<file path="src/rtl/bcd_clock_pkg.sv">
package bcd_clock_pkg;

  localparam int REG_W    = 8;
  localparam int NUM_REGS = 8;
  localparam int ADDR_W   = $clog2(NUM_REGS);

  typedef enum logic [ADDR_W-1:0] {
    ADDR_HUND  = 3'd0,
    ADDR_SEC   = 3'd1,
    ADDR_MIN   = 3'd2,
    ADDR_HOUR  = 3'd3,
    ADDR_DAY   = 3'd4,
    ADDR_DATE  = 3'd5,
    ADDR_MONTH = 3'd6,
    ADDR_YEAR  = 3'd7
  } reg_addr_e;

  localparam logic [REG_W-1:0] BCD_00 = 8'h00;
  localparam logic [REG_W-1:0] BCD_01 = 8'h01;
  localparam logic [REG_W-1:0] BCD_07 = 8'h07;
  localparam logic [REG_W-1:0] BCD_12 = 8'h12;
  localparam logic [REG_W-1:0] BCD_59 = 8'h59;
  localparam logic [REG_W-1:0] BCD_99 = 8'h99;

  // Last BCD date of a month; leap test works on the two BCD year digits.
  function automatic logic [REG_W-1:0] last_date(input logic [REG_W-1:0] mon,
                                                 input logic [REG_W-1:0] yr);
    logic leap;
    leap = yr[4] ? ((yr[3:0] == 4'd2) || (yr[3:0] == 4'd6))
                 : ((yr[3:0] == 4'd0) || (yr[3:0] == 4'd4) || (yr[3:0] == 4'd8));
    case (mon)
      8'h02:                      last_date = leap ? 8'h29 : 8'h28;
      8'h04, 8'h06, 8'h09, 8'h11: last_date = 8'h30;
      default:                    last_date = 8'h31;
    endcase
  endfunction

endpackage

</file>
<file path="src/rtl/bcd_field.sv">
module bcd_field #(
  parameter int             W   = 8,
  parameter logic [W-1:0]   MIN = '0
) (
  input  logic         clk_i,
  input  logic         rst_ni,
  input  logic         inc_i,
  input  logic         wr_i,
  input  logic [W-1:0] wr_data_i,
  input  logic [W-1:0] max_i,
  output logic [W-1:0] val_o,
  output logic         carry_o
);

  localparam logic [W-5:0] TENS_ONE = 1;

  logic [W-1:0] val_q, val_d, inc_val;
  logic         at_max;

  always_comb begin
    at_max = (val_q == max_i);
    if (at_max) begin
      inc_val = MIN;
    end else if (val_q[3:0] == 4'h9) begin
      inc_val = {val_q[W-1:4] + TENS_ONE, 4'h0};
    end else begin
      inc_val = {val_q[W-1:4], val_q[3:0] + 4'h1};
    end
    if (wr_i) begin
      val_d = wr_data_i;
    end else if (inc_i) begin
      val_d = inc_val;
    end else begin
      val_d = val_q;
    end
  end

  always_ff @(posedge clk_i or negedge rst_ni) begin
    if (!rst_ni) begin
      val_q <= MIN;
    end else begin
      val_q <= val_d;
    end
  end

  assign val_o   = val_q;
  assign carry_o = inc_i & at_max;

endmodule

</file>
<file path="src/rtl/hour_field.sv">
module hour_field (
  input  logic       clk_i,
  input  logic       rst_ni,
  input  logic       inc_i,
  input  logic       wr_i,
  input  logic [6:0] wr_data_i,
  output logic [6:0] hr_o,
  output logic       carry_o
);

  logic [6:0] hr_q, hr_d, inc_val;
  logic       wrap;

  always_comb begin
    inc_val = hr_q;
    wrap    = 1'b0;
    if (!hr_q[6]) begin
      // 24-hour: bits 5:4 tens, 3:0 ones
      if (hr_q[5:0] == 6'h23) begin
        inc_val[5:0] = 6'h00;
        wrap         = 1'b1;
      end else if (hr_q[3:0] == 4'h9) begin
        inc_val[5:0] = {hr_q[5:4] + 2'd1, 4'h0};
      end else begin
        inc_val[3:0] = hr_q[3:0] + 4'h1;
      end
    end else begin
      // 12-hour: bit 5 PM, bit 4 tens, 3:0 ones
      if (hr_q[4:0] == 5'h11) begin
        inc_val[4:0] = 5'h12;
        inc_val[5]   = ~hr_q[5];
        wrap         = hr_q[5];
      end else if (hr_q[4:0] == 5'h12) begin
        inc_val[4:0] = 5'h01;
      end else if (hr_q[3:0] == 4'h9) begin
        inc_val[4:0] = 5'h10;
      end else begin
        inc_val[3:0] = hr_q[3:0] + 4'h1;
      end
    end
    if (wr_i) begin
      hr_d = wr_data_i;
    end else if (inc_i) begin
      hr_d = inc_val;
    end else begin
      hr_d = hr_q;
    end
  end

  always_ff @(posedge clk_i or negedge rst_ni) begin
    if (!rst_ni) begin
      hr_q <= 7'h00;
    end else begin
      hr_q <= hr_d;
    end
  end

  assign hr_o    = hr_q;
  assign carry_o = inc_i & wrap;

endmodule

</file>
<file path="src/rtl/bcd_clock_core.sv">
module bcd_clock_core
  import bcd_clock_pkg::*;
(
  input  logic              clk_i,
  input  logic              rst_ni,
  input  logic              tick_i,
  input  logic              wr_en_i,
  input  logic [ADDR_W-1:0] addr_i,
  input  logic [REG_W-1:0]  wr_data_i,
  output logic [REG_W-1:0]  rd_data_o
);

  // reset: asynchronous assert, synchronous release
  logic rst_meta_q, rst_sync_q;
  always_ff @(posedge clk_i or negedge rst_ni) begin
    if (!rst_ni) begin
      rst_meta_q <= 1'b0;
      rst_sync_q <= 1'b0;
    end else begin
      rst_meta_q <= 1'b1;
      rst_sync_q <= rst_meta_q;
    end
  end

  logic [NUM_REGS-1:0] wr_sel;
  for (genvar k = 0; k < NUM_REGS; k++) begin : g_wsel
    assign wr_sel[k] = wr_en_i && (addr_i == k[ADDR_W-1:0]);
  end

  logic [REG_W-1:0] hund_q, sec_q, min_q, day_q, date_q, mon_q, year_q, date_max;
  logic [6:0]       hr_q;
  logic             c_hund, c_sec, c_min, c_hr, c_day, c_date, c_mon, c_year;
  logic             cent_q, cent_d;

  bcd_field #(.W(REG_W), .MIN(BCD_00)) u_hund (
    .clk_i, .rst_ni(rst_sync_q), .inc_i(tick_i), .wr_i(wr_sel[ADDR_HUND]),
    .wr_data_i, .max_i(BCD_99), .val_o(hund_q), .carry_o(c_hund));

  bcd_field #(.W(REG_W), .MIN(BCD_00)) u_sec (
    .clk_i, .rst_ni(rst_sync_q), .inc_i(c_hund), .wr_i(wr_sel[ADDR_SEC]),
    .wr_data_i, .max_i(BCD_59), .val_o(sec_q), .carry_o(c_sec));

  bcd_field #(.W(REG_W), .MIN(BCD_00)) u_min (
    .clk_i, .rst_ni(rst_sync_q), .inc_i(c_sec), .wr_i(wr_sel[ADDR_MIN]),
    .wr_data_i, .max_i(BCD_59), .val_o(min_q), .carry_o(c_min));

  hour_field u_hour (
    .clk_i, .rst_ni(rst_sync_q), .inc_i(c_min), .wr_i(wr_sel[ADDR_HOUR]),
    .wr_data_i(wr_data_i[6:0]), .hr_o(hr_q), .carry_o(c_hr));

  bcd_field #(.W(REG_W), .MIN(BCD_01)) u_day (
    .clk_i, .rst_ni(rst_sync_q), .inc_i(c_hr), .wr_i(wr_sel[ADDR_DAY]),
    .wr_data_i, .max_i(BCD_07), .val_o(day_q), .carry_o(c_day));

  assign date_max = last_date(mon_q, year_q);

  bcd_field #(.W(REG_W), .MIN(BCD_01)) u_date (
    .clk_i, .rst_ni(rst_sync_q), .inc_i(c_hr), .wr_i(wr_sel[ADDR_DATE]),
    .wr_data_i, .max_i(date_max), .val_o(date_q), .carry_o(c_date));

  bcd_field #(.W(REG_W), .MIN(BCD_01)) u_month (
    .clk_i, .rst_ni(rst_sync_q), .inc_i(c_date), .wr_i(wr_sel[ADDR_MONTH]),
    .wr_data_i({3'b000, wr_data_i[4:0]}), .max_i(BCD_12), .val_o(mon_q),
    .carry_o(c_mon));

  bcd_field #(.W(REG_W), .MIN(BCD_00)) u_year (
    .clk_i, .rst_ni(rst_sync_q), .inc_i(c_mon), .wr_i(wr_sel[ADDR_YEAR]),
    .wr_data_i, .max_i(BCD_99), .val_o(year_q), .carry_o(c_year));

  always_comb begin
    if (wr_sel[ADDR_MONTH]) begin
      cent_d = wr_data_i[REG_W-1];
    end else if (c_year) begin
      cent_d = ~cent_q;
    end else begin
      cent_d = cent_q;
    end
  end

  always_ff @(posedge clk_i or negedge rst_sync_q) begin
    if (!rst_sync_q) begin
      cent_q <= 1'b0;
    end else begin
      cent_q <= cent_d;
    end
  end

  always_comb begin
    case (addr_i)
      ADDR_HUND:  rd_data_o = hund_q;
      ADDR_SEC:   rd_data_o = sec_q;
      ADDR_MIN:   rd_data_o = min_q;
      ADDR_HOUR:  rd_data_o = {1'b0, hr_q};
      ADDR_DAY:   rd_data_o = day_q;
      ADDR_DATE:  rd_data_o = date_q;
      ADDR_MONTH: rd_data_o = {cent_q, 2'b00, mon_q[4:0]};
      default:    rd_data_o = year_q;
    endcase
  end

  logic unused_c;
  assign unused_c = c_day ^ (|mon_q[7:5]);

endmodule

</file>
<file path="config.mk">
export PLATFORM = sky130hd
export DESIGN_NAME = bcd_clock_core
export DESIGN_NICKNAME = d
export VERILOG_FILES = /design/src/rtl/bcd_clock_pkg.sv /design/src/rtl/bcd_field.sv /design/src/rtl/hour_field.sv /design/src/rtl/bcd_clock_core.sv
export SDC_FILE = /design/constraint.sdc
export NUM_CORES = 1
export LEC_CHECK = 0
export BUFFER_PORTS_ARGS = -buffer_cell sky130_fd_sc_hd__buf_2
export CAP_MARGIN = 20
export CORE_AREA = 3 3 96 98
export CTS_CLUSTER_DIAMETER = 150
export DETAILED_ROUTE_END_ITERATION = 7
export DIE_AREA = 0 0 99 101
export PLACE_DENSITY_LB_ADDON = 0.08
export SLEW_MARGIN = 10
export SYNTH_ARGS = -nofsm -noshare
export SYNTH_HDL_FRONTEND = slang
export SYNTH_SLANG_ARGS = --single-unit
</file>
<file path="constraint.sdc">
create_clock -name clk_i -period 6.2 [get_ports clk_i]
set_clock_uncertainty 0.05 [all_clocks]
set_input_delay 0.31 -clock clk_i [delete_from_list [all_inputs] [get_ports clk_i]]
set_output_delay 0.31 -clock clk_i [all_outputs]
set_load 0.05 [all_outputs]
</file>
==> flow_metrics.tcl <==
set metrics [dict create \
    setup_viol_count_final 0 \
    finalHoldViolCount 0 \
    cts_htree_levels 3 \
    finalCritPeriodShare_pct 61.7 \
    die_h_um 101 \
    powerDensity_nw_per_um2 287 \
    drv_slew 0 \
    status "complete, no violations" \
    fillers 780 \
    cts_inserted_buffers 9 \
    required_ps 6420 \
    rows 34 \
    period_minus_slack_ps 3820 \
    multi_input_area_um2 3070 \
    io_buffers 22 \
    cap_violations 0 \
    worstSetupEndpointType "register" \
    reg2reg_slack_ps 2380 \
    yosysWarnings 0 \
    synth_top_area_share_pct 31.7 \
    pwr-share-seq_pct 46.7 \
    final_antenna_net_count 0 \
    fmax_mhz 262 \
    clk_pin_slew_ps 80 \
    antenna_found_initial 0 \
    die-width_um 99 \
    cts-root-buf "clkbuf_8" \
    switchingPower_w 0.000620 \
    clk_latency_ps 340 \
    ir_worst_vdd_v 0.000155 \
    routed_wl_mm 13.9 \
    cp_max_fo 11 \
    synth.distinct_cells 63 \
    initial_utilization_pct 58.1 \
    grtUsageTotal_pct 28.6 \
    antennaDiodeCount 0 \
    netlist_top_cells_count "81 x o21ai_0, 75 x nand2_1, 63 x dfrtp_1" \
    synth_area_leaders "dfrtp_1 32%, o21ai_0 8.2%, nand2_1 5.7%, ha_1 5.5%, a21oi_1 4.9%" \
    die-area_um2 10000 \
    wire_per_inst_um 18.9 \
    drive_above_1_share_pct 10.2 \
    worstPathArrival_ps 4040 \
    register_area_um2 1660 \
    hp-class "primary input to async pin" \
    cts.sink_count 66 \
    p_leak_nw 2.15 \
    dpl.hpwl_mm 9.83 \
    vias 4738 \
    vias_per_cell 6.44 \
    syn_avg_cell_area_um2 7.97 \
    yosysMostFrequentCell "o21ai_0" \
    drt_iter0_markers 264 \
    comb_power_share_pct 31.6 \
    worst-setup-path-type "register to register" \
    synth_seq_cells 66 \
    synth_fp_nets 661 \
    clk_path_buf_depth 2 \
    post-cts-setup-buffers 0 \
    ys_async_sr_fraction_pct 100 \
    grt_pass1_wl_mm 22.6 \
    drcViolationCount 0 \
    overflow 0 \
    p_int_w 0.000888 \
    grt_pass1_vias 4336 \
    nets 660 \
    dr.pass1.iters 5 \
    power_w 0.00151 \
    worst_slew_pin_slew_ps 885 \
    p_sw_share_pct 41.1 \
    gp_congestion 0.896 \
    cp-start-kind "register" \
    seq_area_frac_synth_pct 33.3 \
    cts_tree "done" \
    syn2layout_area_growth_pct 5.84 \
    relSlewSlack_pct 40.8 \
    fin_tns_setup_ps 0 \
    synth_cells 624 \
    rsz0062_at_grt "no" \
    p_clk_share_pct 21.7 \
    grt_max_degree 65 \
    synth-edff-count 0 \
    core_area_um2 8550 \
    io_pins 23 \
    syn-cell-area_um2 4970 \
    synthFlopType "dfrtp_1" \
    synth_top_cell_by_area "dfrtp_1" \
]
state kept, by name (all words and copies together) (netlist names), 7 cells and up:
name and count:
u_sec.val_o 8, u_date.val_o 8, u_min.val_o 8, u_month.val_o 8, u_hund.val_o 8, u_hour.hr_o 7
u_day.val_o 8, u_year.val_o 8
placed cells by master (no fill, tap or decap), drive strengths merged, types with 3 or more instances in the layout:
master and count:
or2 4, a21oi 49, or3 5, mux2i 15
nand3b 6, buf 25, and3 4, and2 5
dfstp 3, xnor2 5, nand4b 3, nand3 22
a221oi 4, or4 3, clkinv 3, o21ai 81
a22oi 5, nor3b 7, dfrtp 63, nand2 75
a221o 3, nand2b 8, nand4 10, mux2 9
nor3 17, mux4 5, a211oi 6, nor2 60
nor4 5, ha 22, inv 23, nor2b 12
a31oi 5, clkbuf 11, xor2 5, nor4b 3
a22o 4
worst paths after layout:
| check | start | depth (start not counted) | end |
|---|---|---|---|
| setup reg to reg | u_month.val_o[4] | 9 | u_year.val_o[6] |
| max in group asynchronous | rst_sync_q | 1 | u_hour.hr_o[3] |
| setup / recovery | u_month.val_o[4] | 9 | u_year.val_o[6] |
| min in group clk_i | wr_data_i[7] | 3 | cent_q |
| hold reg to reg | rst_meta_q | 0 | rst_sync_q |
| hold / removal | rst_ni | 2 | rst_sync_q |
logic make-up after synthesis:
logic type	after synthesis	synth area share, %
AO/OA/AOI/OAI	179	21.4
XOR/XNOR	10	1.76
adder cells (fa/ha/maj)	22	5.54
buffers and inverters	61	4.96
flip-flops	66	33.3
multiplexers	29	7.32
other	1	0.0754
AND/OR/NAND/NOR	256	25.7
repair_timing:
item                      CTS  global route
hold endpoints to repair    2             0
hold buffers                1             0
gates resized for setup     0             0
cell type report:
| cell class | instances | area share [%] |
|---|---|---|
| clock buffers | 11 | 2.69 |
| clock inverters | 5 | 0.571 |
| inverters | 23 | 1.64 |
| multi-input cells | 497 | 58.3 |
| flip-flops and latches | 66 | 31.5 |
| well taps | 108 | 2.57 |
| repair buffers | 26 | 2.71 |
power groups by stage:
| stage | Combinational (W) | Clock [W] | Sequential, W |
|---|---|---|---|
| after floorplan | 0.000401 | 0 | 0.000636 |
| after global placement | 0.000461 | 0 | 0.000701 |
| after detailed placement | 0.000473 | 0 | 0.000707 |
| after CTS | 0.000476 | 0.000334 | 0.000698 |
| after global routing | 0.000539 | 0.000355 | 0.000723 |
| final | 0.000477 | 0.000328 | 0.000704 |
per-layer routing:
metal	GRT usage [%]	share of wire, %	vias to the layer above
met5	0	0	-
met4	7.46	1.7	0
met3	6.71	7.4	23
met2	43.8	45	181
met1	40.7	46	2281
li1	-	-	2253
stage by stage:
step	setup WS, ps	hold WS [ps]	area [um2]	util [%]	std cells
after floorplan	3330	-35.6	4970	-	624
after global routing	1930	218	5260	61.5	736
after global placement	2580	44.8	5080	59.4	719
final	2380	234	5260	61.5	736
after CTS	2450	214	5260	61.5	736
after detailed placement	2470	46.2	5080	59.4	719
worst max-delay path, cell delays in order, from the launching register on:
cell      delay, ps
dfrtp_1         440
inv_1           100
ha_1            180
or3b_4          400
o32a_1          190
or4b_1          510
a21oi_1         730
nand3_1         420
or4b_1          560
o211ai_1        160
Power figures use the tool's default switching activity.
